==> src/rtl/xef_pkg.sv <==
package xef_pkg;

    typedef enum logic [2:0] {
        XOP_NONE   = 3'd0,
        XOP_CMP    = 3'd1,
        XOP_ADD    = 3'd2,
        XOP_ADDC   = 3'd3,
        XOP_MULDIV = 3'd4,
        XOP_SRAW   = 3'd5
    } xef_op_e;

    typedef struct packed {
        logic so;
        logic ov;
        logic ca;
    } xef_flags_t;

endpackage

==> src/rtl/xef_ovf_eval.sv <==
module xef_ovf_eval
    import xef_pkg::*;
(
    input  logic    op_valid,
    input  xef_op_e op_class,
    input  logic    ovf_en,
    input  logic    carry32,
    input  logic    carry33,
    input  logic    md_fits,
    output logic    ov_touch,
    output logic    ov_val
);
    always_comb begin
        ov_touch = 1'b0;
        ov_val   = 1'b0;
        if (op_valid && ovf_en) begin
            case (op_class)
                XOP_ADD, XOP_ADDC: begin
                    ov_touch = 1'b1;
                    ov_val   = carry32 ^ carry33;
                end
                XOP_MULDIV: begin
                    ov_touch = 1'b1;
                    ov_val   = ~md_fits;
                end
                default: begin
                    ov_touch = 1'b0;
                    ov_val   = 1'b0;
                end
            endcase
        end
    end
endmodule

==> src/rtl/xef_ca_eval.sv <==
module xef_ca_eval
    import xef_pkg::*;
(
    input  logic    op_valid,
    input  xef_op_e op_class,
    input  logic    carry32,
    input  logic    sra_lost,
    output logic    ca_touch,
    output logic    ca_val
);
    always_comb begin
        ca_touch = 1'b0;
        ca_val   = 1'b0;
        if (op_valid) begin
            case (op_class)
                XOP_ADDC: begin
                    ca_touch = 1'b1;
                    ca_val   = carry32;
                end
                XOP_SRAW: begin
                    ca_touch = 1'b1;
                    ca_val   = sra_lost;
                end
                default: begin
                    ca_touch = 1'b0;
                    ca_val   = 1'b0;
                end
            endcase
        end
    end
endmodule

==> src/rtl/xef_next.sv <==
module xef_next
    import xef_pkg::*;
#(
    parameter int CNT_W = 7
) (
    input  xef_flags_t       cur_flags,
    input  logic [CNT_W-1:0] cur_cnt,
    input  logic             wr_en,
    input  xef_flags_t       wr_flags,
    input  logic [CNT_W-1:0] wr_cnt,
    input  logic             copy_req,
    input  logic             ov_touch,
    input  logic             ov_val,
    input  logic             ca_touch,
    input  logic             ca_val,
    output xef_flags_t       nxt_flags,
    output logic [CNT_W-1:0] nxt_cnt,
    output logic             so_final
);
    assign so_final = cur_flags.so | (ov_touch & ov_val);

    always_comb begin
        nxt_flags = cur_flags;
        nxt_cnt   = cur_cnt;
        if (wr_en) begin
            nxt_flags = wr_flags;
            nxt_cnt   = wr_cnt;
        end else if (copy_req) begin
            nxt_flags = '0;
        end else begin
            if (ov_touch) begin
                nxt_flags.ov = ov_val;
                nxt_flags.so = so_final;
            end
            if (ca_touch) begin
                nxt_flags.ca = ca_val;
            end
        end
    end
endmodule

==> src/rtl/xef_unit.sv <==
module xef_unit
    import xef_pkg::*;
#(
    parameter int XW    = 32,
    parameter int CNT_W = 7
) (
    input  logic          clk,
    input  logic          rst_n,
    input  logic          op_valid,
    input  logic [2:0]    op_class,
    input  logic          ovf_en,
    input  logic          carry32,
    input  logic          carry33,
    input  logic          md_fits,
    input  logic          sra_lost,
    input  logic          wr_en,
    input  logic [XW-1:0] wr_data,
    input  logic          copy_req,
    output logic [XW-1:0] xer_q,
    output logic          so_now,
    output logic [3:0]    copy_nib
);
    localparam int SO_BIT = XW - 1;
    localparam int OV_BIT = XW - 2;
    localparam int CA_BIT = XW - 3;

    xef_op_e          cls;
    xef_flags_t       flags_q, flags_d, wr_flags;
    logic [CNT_W-1:0] cnt_q, cnt_d;
    logic             ov_touch, ov_val, ca_touch, ca_val;
    logic             wr_unused;

    assign cls       = xef_op_e'(op_class);
    assign wr_flags  = '{so: wr_data[SO_BIT], ov: wr_data[OV_BIT], ca: wr_data[CA_BIT]};
    assign wr_unused = ^wr_data[CA_BIT-1:CNT_W];

    xef_ovf_eval u_ovf (
        .op_valid (op_valid),
        .op_class (cls),
        .ovf_en   (ovf_en),
        .carry32  (carry32),
        .carry33  (carry33),
        .md_fits  (md_fits),
        .ov_touch (ov_touch),
        .ov_val   (ov_val)
    );

    xef_ca_eval u_ca (
        .op_valid (op_valid),
        .op_class (cls),
        .carry32  (carry32),
        .sra_lost (sra_lost),
        .ca_touch (ca_touch),
        .ca_val   (ca_val)
    );

    xef_next #(.CNT_W(CNT_W)) u_next (
        .cur_flags (flags_q),
        .cur_cnt   (cnt_q),
        .wr_en     (wr_en),
        .wr_flags  (wr_flags),
        .wr_cnt    (wr_data[CNT_W-1:0]),
        .copy_req  (copy_req),
        .ov_touch  (ov_touch),
        .ov_val    (ov_val),
        .ca_touch  (ca_touch),
        .ca_val    (ca_val),
        .nxt_flags (flags_d),
        .nxt_cnt   (cnt_d),
        .so_final  (so_now)
    );

    always_ff @(posedge clk) begin
        if (!rst_n) begin
            flags_q <= '0;
            cnt_q   <= '0;
        end else begin
            flags_q <= flags_d;
            cnt_q   <= cnt_d;
        end
    end

    always_comb begin
        xer_q              = '0;
        xer_q[SO_BIT]      = flags_q.so;
        xer_q[OV_BIT]      = flags_q.ov;
        xer_q[CA_BIT]      = flags_q.ca;
        xer_q[CNT_W-1:0]   = cnt_q;
        copy_nib           = {flags_q.so, flags_q.ov, flags_q.ca, 1'b0};
    end
endmodule

==> config.mk <==
export PLATFORM = sky130hd
export DESIGN_NAME = xef_unit
export DESIGN_NICKNAME = d
export VERILOG_FILES = /design/src/rtl/xef_pkg.sv /design/src/rtl/xef_ovf_eval.sv /design/src/rtl/xef_ca_eval.sv /design/src/rtl/xef_next.sv /design/src/rtl/xef_unit.sv
export SDC_FILE = /design/constraint.sdc
export NUM_CORES = 1
export LEC_CHECK = 0
export BUFFER_PORTS_ARGS = -buffer_cell sky130_fd_sc_hd__buf_2
export CAP_MARGIN = 5
export CORE_MARGIN = 4
export CORE_UTILIZATION = 33
export CTS_CLUSTER_DIAMETER = 30
export DETAILED_ROUTE_END_ITERATION = 6
export HOLD_SLACK_MARGIN = 0.03
export PLACE_DENSITY = 0.82
export SETUP_SLACK_MARGIN = 0.15
export SLEW_MARGIN = 30
export SYNTH_ARGS = -nofsm -noshare
export SYNTH_HDL_FRONTEND = slang
export SYNTH_HIERARCHICAL = 1
export SYNTH_SLANG_ARGS = --single-unit
==> constraint.sdc <==
create_clock -name clk -period 2.02 [get_ports clk]
set_input_delay 0.404 -clock clk [delete_from_list [all_inputs] [get_ports clk]]
set_output_delay 0.404 -clock clk [all_outputs]
set_load 0.03 [all_outputs]
=== Word level (Yosys, flattened, before mapping) ===
Cells that the tools add are included.

* Equality and inequality tests: 4
* Muxes and demuxes: 12
* Bitwise logic cells: 4
* Reduce and logical (&&, ||, !) cells: 6

{| class="wikitable"
|+ Operators by type and width
! cell !! number
|-
| $mux 1 || 7
|-
| $eq 3x2->1 const B || 2
|-
| $eq 3x3->1 const B || 2
|-
| $mux 3 || 2
|-
| $reduce_bool 3->1 || 2
|-
| $pmux 1 s2 || 2
|-
| $reduce_or 2->1 || 2
|-
| $reduce_or 3->1 || 1
|-
| $mux 2 || 1
|-
| $and 1x1->1 || 1
|-
| $logic_and 1x1->1 || 1
|-
| $not 1->1 || 1
|-
| $or 1x1->1 || 1
|-
| $xor 1x1->1 || 1
|}

* Bits in registers: 10
* Input bits: 45
* Word-level logic and storage cells: 30

=== Longest topological paths before layout ===
Gate-level depths: netlist of the first run.

* Depth in word-level cells: 9
* Gate-level depth with buffers: 5
* Gate-level depth less buffers: 5

=== By module ===
Netlist of the first run, hierarchy kept.

{| class="wikitable"
|+ Modules (own cells, without submodules)
! module !! times used !! cells an instance !! area an instance (sq um)
|-
| xef_unit || 1 || 47 || 461.7
|-
| xef_next || 1 || 15 || 151.4
|-
| xef_ovf_eval || 1 || 8 || 58.8
|-
| xef_ca_eval || 1 || 6 || 36.3
|}

=== Worst setup path before layout of the first run ===
Ideal clock, no wire load.

* Path type: in2reg
* Start point: in op_class[1]
* End point: reg flags_q (netlist bit copy_nib[2])
* Library setup time: 115 ps
* Data arrival time: 1669 ps
* Path slack: 236 ps
* Cell stages on the path: 5
* Buffers on the path: 0
* Cell sequence: or3b_2 > a21oi_1 > mux2_1 > a22o_1 > and2_1

{| class="wikitable"
|+ RTL lines
! element !! RTL line !! source
|-
| start: declaration || xef_unit.sv:10 || <nowiki>input logic [2:0] op_class,</nowiki>
|-
| $eq 3x2->1 / $eq 3x3->1 (equally long branches) || xef_ovf_eval.sv:17 || <nowiki>case (op_class)</nowiki>
|-
| $reduce_or 3->1 (no line) (*) || -- ||
|-
| $mux 1 (*) || xef_ovf_eval.sv:17 ||
|-
| $mux 1 (*) || xef_ovf_eval.sv:16 || <nowiki>if (op_valid && ovf_en) begin</nowiki>
|-
| named net ov_touch || xef_unit.sv:30 || <nowiki>logic ov_touch, ov_val, ca_touch, ca_val;</nowiki>
|-
| $reduce_bool 3->1 (no line) (*) || -- ||
|-
| end signal: assignment || xef_unit.sv:78 || <nowiki>flags_q <= flags_d;</nowiki>
|-
| end: declaration || xef_unit.sv:28 || <nowiki>xef_flags_t flags_q, flags_d, wr_flags;</nowiki>
|}

Mark *: on every way through the listed nets, which the timed path passes. The rest lies on a longest branch. The select of a mux whose other input is x is not followed.
A chain may end at the register's enable or synchronous reset.

=== Final worst setup path of the first run ===
* Start point: in md_fits
* End point: out so_now

* Word-level cells in the longest chain between the ends: 5

{| class="wikitable"
|+ RTL lines
! element !! RTL line !! source
|-
| start: declaration || xef_unit.sv:14 || <nowiki>input logic md_fits,</nowiki>
|-
| $not 1->1 || xef_ovf_eval.sv:24 || <nowiki>ov_val = ~md_fits;</nowiki>
|-
| $pmux 1 s2 || xef_ovf_eval.sv:17 ||
|-
| $mux 1 || xef_ovf_eval.sv:16 ||
|-
| named net ov_val || xef_unit.sv:30 ||
|-
| $and 1x1->1 || xef_next.sv:20 || <nowiki>assign so_final = cur_flags.so | (ov_touch & ov_val);</nowiki>
|-
| $or 1x1->1 || xef_next.sv:20 ||
|-
| end: declaration || xef_unit.sv:20 || <nowiki>output logic so_now,</nowiki>
|}

The timed path passes the listed nets, and every way through them passes these cells.

==> impl_metrics.tcl, run 1 <==
set metrics [dict create \
    status "complete, no violations" \
    die_w_um 54.3 \
    period_needed_ps 1890 \
    ys_seq_elements 10 \
    powerDensity_nw_per_um2 593 \
    finalSetupViolations 0 \
    slowest_stage "or4b_4" \
    cts_buffer_depth 2 \
    die_h_um 54.3 \
    critPathBufInv 2 \
    synth_area_per_cell_um2 9.32 \
    finalWeightedCongestion 0.688 \
    hpwl_um 1240 \
    insertion_delay_ps 250 \
    clk_pin_slew_worst_paths_ps 60 \
    cp_common_cell "buf_6" \
    fin_skew_ps 0 \
    grt_max_degree 12 \
    wirelength_um 1440 \
    coreArea_um2 2000 \
    crit_type "in -> out" \
    critical_path_required_ps 1620 \
    netlist_area_um2 708 \
    cts_root_buf "clkbuf_4" \
    grt_usage_pct 9.15 \
    finalSetupTns_ps 0 \
    maxCapViolations 0 \
    wl_met2_um 675 \
    crit_fanout 2 \
    drtPass1Iterations 4 \
    vias 574 \
    startpoint_type "primary input" \
    rsz0062_at_grt "yes" \
    yosysWarnings 6 \
    routedWlPerCell_um 10.4 \
    ir_worst_vdd_mv 0.298 \
    cts_made_buffers 3 \
    diodes 0 \
    drv_slew 0 \
    crit_path_end_kind "primary output" \
    min_period_over_period_pct 93.8 \
    synth_seq_area_share_pct 28.3 \
    grt_pass1_wl_um 1930 \
    drive_gt1_share_pct 48.2 \
    antenna_found_initial 0 \
    post_cts_buffers 0 \
    netlist_instances 76 \
    drcViolationCount 0 \
    initial_core_util_pct 35.4 \
    cp_slowest_stage_delay_ps 530 \
    syn_to_final_growth_pct 24.2 \
    ant_nets 0 \
    synth.distinct_cells 19 \
    dieArea_um2 2950 \
    dr.first_iter.drc_count 2 \
    stdcell_count 139 \
    cpLargestDelayFamily "simple AND/OR/NAND/NOR gates" \
    post-route-util_pct 43.9 \
    grt-ovfl-total 0 \
    top_layer_used "met4" \
    place_area_um2 817 \
    nNetsFinal 159 \
    wl_met3_um 169 \
    cts_max_level 1 \
    finalHoldViolCount 0 \
    worstPathArrival_ps 1490 \
    dp.cells 136 \
    p_leak_nw 0.463 \
    rows 16 \
    portBuffers 36 \
    io_pins 82 \
    cts_hold_buf 0 \
    grt_pass1_vias 489 \
    max_freq_ghz 0.528 \
    path_cells "buf_6, or4b_4, o22ai_4, a21o_2, buf_6" \
    design_area_um2 880 \
    m1WireLength_um 588 \
    hold_class "in -> reg" \
    cts_tree "yes" \
    via_per_inst 4.13 \
    clock-sinks 10 \
]
[worst reg2reg max path, cell delays in order (launching register included)]
cell	delay, ps
dfxtp_1	320
mux2_4	270
a22o_1	190
and2_1	140
[power breakdown]
group | leakage, nW | internal (W) | switching, W
registers | 0.0825 | 0.000209 | 0.00000529
logic | 0.367 | 0.0000613 | 0.000123
clock network | 0.0138 | 0.0000681 | 0.0000554
[cell usage after synthesis]
cell | count | area [µm²]
a21oi_1 | 2 | 10.0
mux2_4 | 1 | 15.0
dfxtp_1 | 10 | 200
buf_4 | 27 | 203
nand2_1 | 2 | 7.51
a22o_1 | 3 | 26.3
nor2_1 | 2 | 7.51
xnor2_1 | 2 | 17.5
nand3b_1 | 2 | 15.0
mux2_1 | 1 | 11.3
a21o_2 | 1 | 8.76
or4b_1 | 1 | 10.0
mux2_2 | 7 | 78.8
and2_1 | 10 | 62.6
conb_1 | 1 | 3.75
or2b_1 | 1 | 7.51
or3b_2 | 1 | 8.76
o22ai_1 | 1 | 6.26
nand4b_1 | 1 | 8.76
[cell families (layout without fill, tap and decap cells)]
logic type	Yosys count	in the layout	share of synthesized area (%)
AOI/OAI and AO/OA	7	7	7.25
xor gates and xnor gates	2	2	2.47
buffers and inverters	27	41	28.6
DFF	10	10	28.3
muxes	9	9	14.8
other	1	23	0.530
and+or+nand+nor	20	20	18.0
[routing by layer]
layer / global-route usage, % / up-vias
li1: - / 277
met1: 10.9 / 255
met2: 14.5 / 40
met3: 2.72 / 2
met4: 4.98 / 0
met5: 0 / -
[timing repair]
| item | 4_1_cts | 5_1_grt |
|---|---|---|
| pin swaps | 3 | 3 |
| endpoints found under the setup margin | 1 | 1 |
| gates resized for setup | 6 | 2 |
[metrics by stage]
step | total power, W | hold slack [ps] | setup WS, ps
after global placement | 0.000389 | 564 | 25.1
final | 0.000522 | 471 | 126
after detailed placement | 0.000394 | 575 | 7.88
after CTS | 0.000525 | 469 | 87.8
after global routing | 0.000555 | 479 | 87.0
after floorplan | 0.000383 | 526 | 236
[area by class of cell]
type	count	area (µm²)
fillers	202	1120
clock buffers	3	22.5
flip-flops and latches	10	200
multi-input cells	61	409
repair buffers	38	214
well taps	27	33.8
[state kept, by name, summed over array words and instances, names as in the netlist]
signal / count
cnt_q: 7
copy_nib: 3
[final timing paths]
kind | slack (ps) | cells after the start | end | startpoint
worst min-delay path | 470 | 2 | copy_nib[2]$_SDFF_PN0_ | rst_n
worst min register to register | 580 | 2 | cnt_q[5]$_SDFF_PN0_ | cnt_q[5]$_SDFF_PN0_
worst max-delay path | 130 | 5 | so_now | md_fits
worst max register to register | 1000 | 3 | copy_nib[1]$_SDFF_PN0_ | copy_nib[1]$_SDFF_PN0_
[layout by cell type, fill, tap and decap left out, types with 2 or more instances in the layout]
cell / count
a22o_1: 3
and2_1: 10
buf_2: 33
buf_4: 2
buf_6: 3
clkbuf_4: 3
conb_1: 23
dfxtp_1: 10
mux2_2: 7
nand2_1: 2
nand3b_1: 2
nor2_1: 2
xnor2_1: 2
Power figures use the tool's default switching activity.
==> inputs of run 2 (changes only) <==
--- a/config.mk
+++ b/config.mk
@@ -13,7 +13,6 @@
 export DETAILED_ROUTE_END_ITERATION = 6
 export HOLD_SLACK_MARGIN = 0.03
 export PLACE_DENSITY = 0.82
-export SETUP_SLACK_MARGIN = 0.15
 export SLEW_MARGIN = 30
 export SYNTH_ARGS = -nofsm -noshare
 export SYNTH_HDL_FRONTEND = slang
==> impl_metrics.tcl, run 2 (synthesis results as in run 1) <==
set metrics [dict create \
    worstPathArrival_ps 1570 \
    cts_tree "yes" \
    ant_nets 0 \
    rows 16 \
    cp_slowest_stage_delay_ps 520 \
    grt_usage_pct 9.09 \
    min_period_over_period_pct 97.8 \
    coreArea_um2 2000 \
    vias 573 \
    grt_max_degree 12 \
    finalSetupViolations 0 \
    cpLargestDelayFamily "simple AND/OR/NAND/NOR gates" \
    path_cells "buf_2, or4b_1, o22ai_2, a21o_2, buf_4" \
    clk_pin_slew_worst_paths_ps 60 \
    routedWlPerCell_um 10.3 \
    crit_fanout 4 \
    wirelength_um 1440 \
    final_cell_mix "35 x buf_2, 23 x conb_1, 10 x and2_1, 10 x dfxtp_1, 7 x mux2_2" \
    finalSetupTns_ps 0 \
    cts_max_level 1 \
    nNetsFinal 160 \
    dp.cells 136 \
    post-route-util_pct 42.9 \
    critPathBufInv 2 \
    fin_skew_ps 0 \
    finalHoldViolCount 0 \
    slowest_stage "or4b_1" \
    largest_register_ffs 7 \
    die_h_um 54.3 \
    cts_root_buf "clkbuf_4" \
    antenna_found_initial 0 \
    dieArea_um2 2950 \
    crit_path_end_kind "primary output" \
    finalWeightedCongestion 0.688 \
    powerDensity_nw_per_um2 601 \
    drv_slew 0 \
    clock-sinks 10 \
    period_needed_ps 1980 \
    grt_pass1_vias 493 \
    die_w_um 54.3 \
    cts_buffer_depth 2 \
    initial_core_util_pct 35.4 \
    hold_class "in -> reg" \
    worst_hold_slack_ps 475 \
    cts_hold_buf 0 \
    grt_pass1_wl_um 1930 \
    grt-ovfl-total 0 \
    drtPass1Iterations 4 \
    crit_type "in -> out" \
    top_register "cnt_q" \
    hpwl_um 1240 \
    via_per_inst 4.09 \
    critical_path_required_ps 1620 \
    insertion_delay_ps 250 \
    drcViolationCount 0 \
    startpoint_type "primary input" \
    final_common_cell "buf_2" \
    dr.first_iter.drc_count 3 \
    syn_to_final_growth_pct 21.4 \
    io_pins 82 \
    cts_made_buffers 3 \
    finalPower_w 0.000517 \
    status "complete, no violations" \
    max_freq_ghz 0.506 \
    drive_gt1_share_pct 47.8 \
    portBuffers 36 \
    ir_worst_vdd_mv 0.296 \
    stdcell_count 140 \
    maxCapViolations 0 \
    diodes 0 \
    p_leak_nw 0.463 \
]
run 2: changes by cell type in the layout (fill, tap and decap cells not counted), sizes merged:
cell | before | now
buf | 38 | 39
run 2: worst paths after layout:
check / startpoint / end / slack (ps) / cells past startpoint
min reg2reg: cnt_q[5]$_SDFF_PN0_ / cnt_q[5]$_SDFF_PN0_ / 580 / 2
min: rst_n / copy_nib[2]$_SDFF_PN0_ / 470 / 2
max: op_class[1] / so_now / 40 / 5
max reg2reg: copy_nib[1]$_SDFF_PN0_ / copy_nib[1]$_SDFF_PN0_ / 1000 / 3
run 2: metrics by stage:
step,instance area (µm²),setup slack [ps]
finish,860,43.7
global placement,817,25.1
CTS,840,8.84
global route,860,-7.91
detailed placement,817,7.88
floorplan,791,236
run 2: final cells by class:
class	count	area [µm²]
well taps	27	33.8
repair buffers	39	205
flip-flops and latches	10	200
fillers	210	1140
clock buffers	3	22.5
multi-input cells	61	398
run 2: layer usage:
metal	track usage (%)	wire (µm)
met5	0	0
met4	4.98	6
met3	2.72	165
met2	14.1	669
met1	11.1	599
run 2: timing repair:
action / CTS / global route
setup buffers: 0 / 1
setup endpoints to repair: 0 / 1
gates resized for setup: 0 / 4
run 2: power breakdown:
part | internal [W] | total [W] | switching [W]
clock network | 0.0000681 | 0.000124 | 0.0000555
registers | 0.000209 | 0.000214 | 0.00000528
logic | 0.0000578 | 0.000179 | 0.000122
==> inputs of run 3 (changes only) <==
--- a/config.mk
+++ b/config.mk
@@ -5,10 +5,11 @@
 export SDC_FILE = /design/constraint.sdc
 export NUM_CORES = 1
 export LEC_CHECK = 0
+export ABC_AREA = 1
 export BUFFER_PORTS_ARGS = -buffer_cell sky130_fd_sc_hd__buf_2
 export CAP_MARGIN = 5
 export CORE_MARGIN = 4
-export CORE_UTILIZATION = 33
+export CORE_UTILIZATION = 35
 export CTS_CLUSTER_DIAMETER = 30
 export DETAILED_ROUTE_END_ITERATION = 6
 export HOLD_SLACK_MARGIN = 0.03
==> impl_metrics.tcl, run 3 <==
set metrics [dict create \
    ff2ff_path_depth 6 \
    grt-ovfl-total 0 \
    synth_area_per_cell_um2 6.33 \
    final_common_cell "buf_2" \
    rr_endpoint "copy_nib[3]$_SDFF_PN0_" \
    diodes 0 \
    ys_seq_elements 10 \
    finalPower_w 0.000566 \
    routedWlPerCell_um 7.79 \
    maxCapViolations 0 \
    cts_buffer_depth 2 \
    top_register "cnt_q" \
    cts_tree "yes" \
    insertion_delay_ps 260 \
    synth_seq_area_share_pct 25.3 \
    powerDensity_nw_per_um2 633 \
    cts_root_buf "clkbuf_4" \
    synth_most_common_cell "nand2_1" \
    path_cells "buf_2, nor2_1, nand3_1, a21oi_2, nand2_1, nand2_1, buf_2" \
    r2r_start "copy_nib[3]$_SDFF_PN0_" \
    drcViolationCount 0 \
    nNetsFinal 204 \
    cts_hold_buf 0 \
    synthArstFlopShare_pct 0 \
    worstPathArrival_ps 1250 \
    period_needed_ps 1650 \
    netlist_instances 125 \
    design_area_um2 895 \
    die_w_um 55.5 \
    initial_core_util_pct 38.3 \
    coreArea_um2 2060 \
    grt_pass1_vias 564 \
    critical_path_required_ps 1620 \
    min_period_over_period_pct 81.9 \
    hold_class "in -> reg" \
    startpoint_type "primary input" \
    multi_input_area_um2 335 \
    grt_usage_pct 9.75 \
    ctsResizeCount 0 \
    cts_max_level 1 \
    dieArea_um2 3080 \
    drtPass1Iterations 4 \
    synth.distinct_cells 15 \
    clk_pin_slew_worst_paths_ps 70 \
    rsz0062_at_grt "no" \
    drv_slew 0 \
    rows 16 \
    via_per_inst 3.77 \
    crit_fanout 5 \
    synth_area_leader_cell "dfxtp_1" \
    wirelength_um 1440 \
    ant_nets 0 \
    synth_edf_count 0 \
    synth_top_area_share_pct 25.3 \
    yosysWarnings 6 \
    max_freq_ghz 0.605 \
    largest_register_ffs 7 \
    finalSetupViolations 0 \
    finalSetupTns_ps 0 \
    status "complete, no violations" \
    cp_slowest_stage_delay_ps 200 \
    synth_area_leaders "dfxtp_1 25%, buf_4 25%, nand2_1 16%" \
    cts_made_buffers 3 \
    synth_flop_cell "dfxtp_1" \
    netlist_area_um2 791 \
    drive_gt1_share_pct 27.2 \
    dr.first_iter.drc_count 14 \
    final_cell_mix "36 x buf_2, 34 x nand2_1, 29 x inv_1, 23 x conb_1, 10 x dfxtp_1" \
    die_h_um 55.5 \
    nFillCells 240 \
    io_pins 82 \
    fin_skew_ps 0 \
    vias 698 \
    reg2reg_slack_ps 1290 \
    crit_type "in -> out" \
    grt_pass1_wl_um 2470 \
    endpoint "so_now" \
    seqCellArea_um2 200 \
    antenna_found_initial 0 \
    finalHoldViolCount 0 \
    post_cts_buffers 0 \
    ir_worst_vdd_mv 0.383 \
    crit_path_end_kind "primary output" \
    yosys-top-cells-count "34 x nand2_1, 29 x inv_1, 26 x buf_4" \
    syn_to_final_growth_pct 13.1 \
    p_leak_nw 0.592 \
    cp-startpoint "op_class[1]" \
    portBuffers 36 \
    clock-sinks 10 \
    place_area_um2 858 \
    hpwl_um 1180 \
    slowest_stage "buf_2" \
    finalWeightedCongestion 0.799 \
    grt_max_degree 19 \
]
-- run 3: cell count changes after synthesis, moves of 3 or more --
cell	delta
buf_6	+3
o21ai_0	+5
nand3_1	+5
mux2_2	-7
nand2_1	+32
a22o_1	-3
and2_1	-10
inv_1	+29
-- run 3: routing by layer --
| layer | track usage, % | routed length, µm | share of wire (%) |
|---|---|---|---|
| met1 | 12.0 | 610 | 42 |
| met2 | 14.9 | 633 | 44 |
| met3 | 3.26 | 193 | 13 |
| met4 | 5.21 | 4 | 0.28 |
| met5 | 0 | 0 | 0 |
-- run 3: power breakdown --
| group | total (W) | switching, W | leakage, nW | internal (W) |
|---|---|---|---|---|
| Sequential | 0.000213 | 0.00000558 | 0.0824 | 0.000208 |
| Combinational | 0.000172 | 0.000130 | 0.489 | 0.0000417 |
| Clock | 0.000181 | 0.0000714 | 0.0210 | 0.000109 |
| Total | 0.000566 | 0.000207 | 0.592 | 0.000359 |
-- run 3: area by class of cell --
type / count / area share (%)
repair buffers: 36 / 20.1
flip-flops and latches: 10 / 22.4
well taps: 27 / 3.78
multi-input cells: 79 / 37.5
clock buffers: 4 / 4.06
inverters: 29 / 12.2
-- run 3: critical path: cells and delay by family --
kind | cells | cell delay (ps)
compound gates | 1 | 140
buf+inv | 2 | 320
simple gates | 4 | 390
-- run 3: through the flow --
stage	hold WS [ps]	util, %	setup WS, ps	cells
final	411	43.4	366	185
after global routing	436	43.4	238	185
after CTS	408	43.4	358	185
after detailed placement	512	41.6	355	181
after global placement	505	41.6	369	181
after floorplan	594	-	585	147
-- run 3: cell families after synthesis --
group | share of synthesized area, %
other | 0.474
DFF | 25.3
buffers and inverters | 42.7
and+or+nand+nor | 24.1
AOI/OAI and AO/OA | 7.44
-- run 3: how the worst min path moves through the flow --
| stage | cells past startpoint | slack, ps | startpoint | end |
|---|---|---|---|---|
| 3_3_place_gp | 4 | 510 | cnt_q[5]$_SDFF_PN0_ | cnt_q[5]$_SDFF_PN0_ |
| 3_5_place_dp | 4 | 510 | cnt_q[5]$_SDFF_PN0_ | cnt_q[5]$_SDFF_PN0_ |
| 2_1_floorplan | 4 | 590 | wr_data[30] | copy_nib[2]$_SDFF_PN0_ |
| 5_1_grt | 5 | 440 | wr_data[29] | copy_nib[1]$_SDFF_PN0_ |
| 4_1_cts | 5 | 410 | wr_data[29] | copy_nib[1]$_SDFF_PN0_ |
| 6_report | 5 | 410 | wr_data[29] | copy_nib[1]$_SDFF_PN0_ |
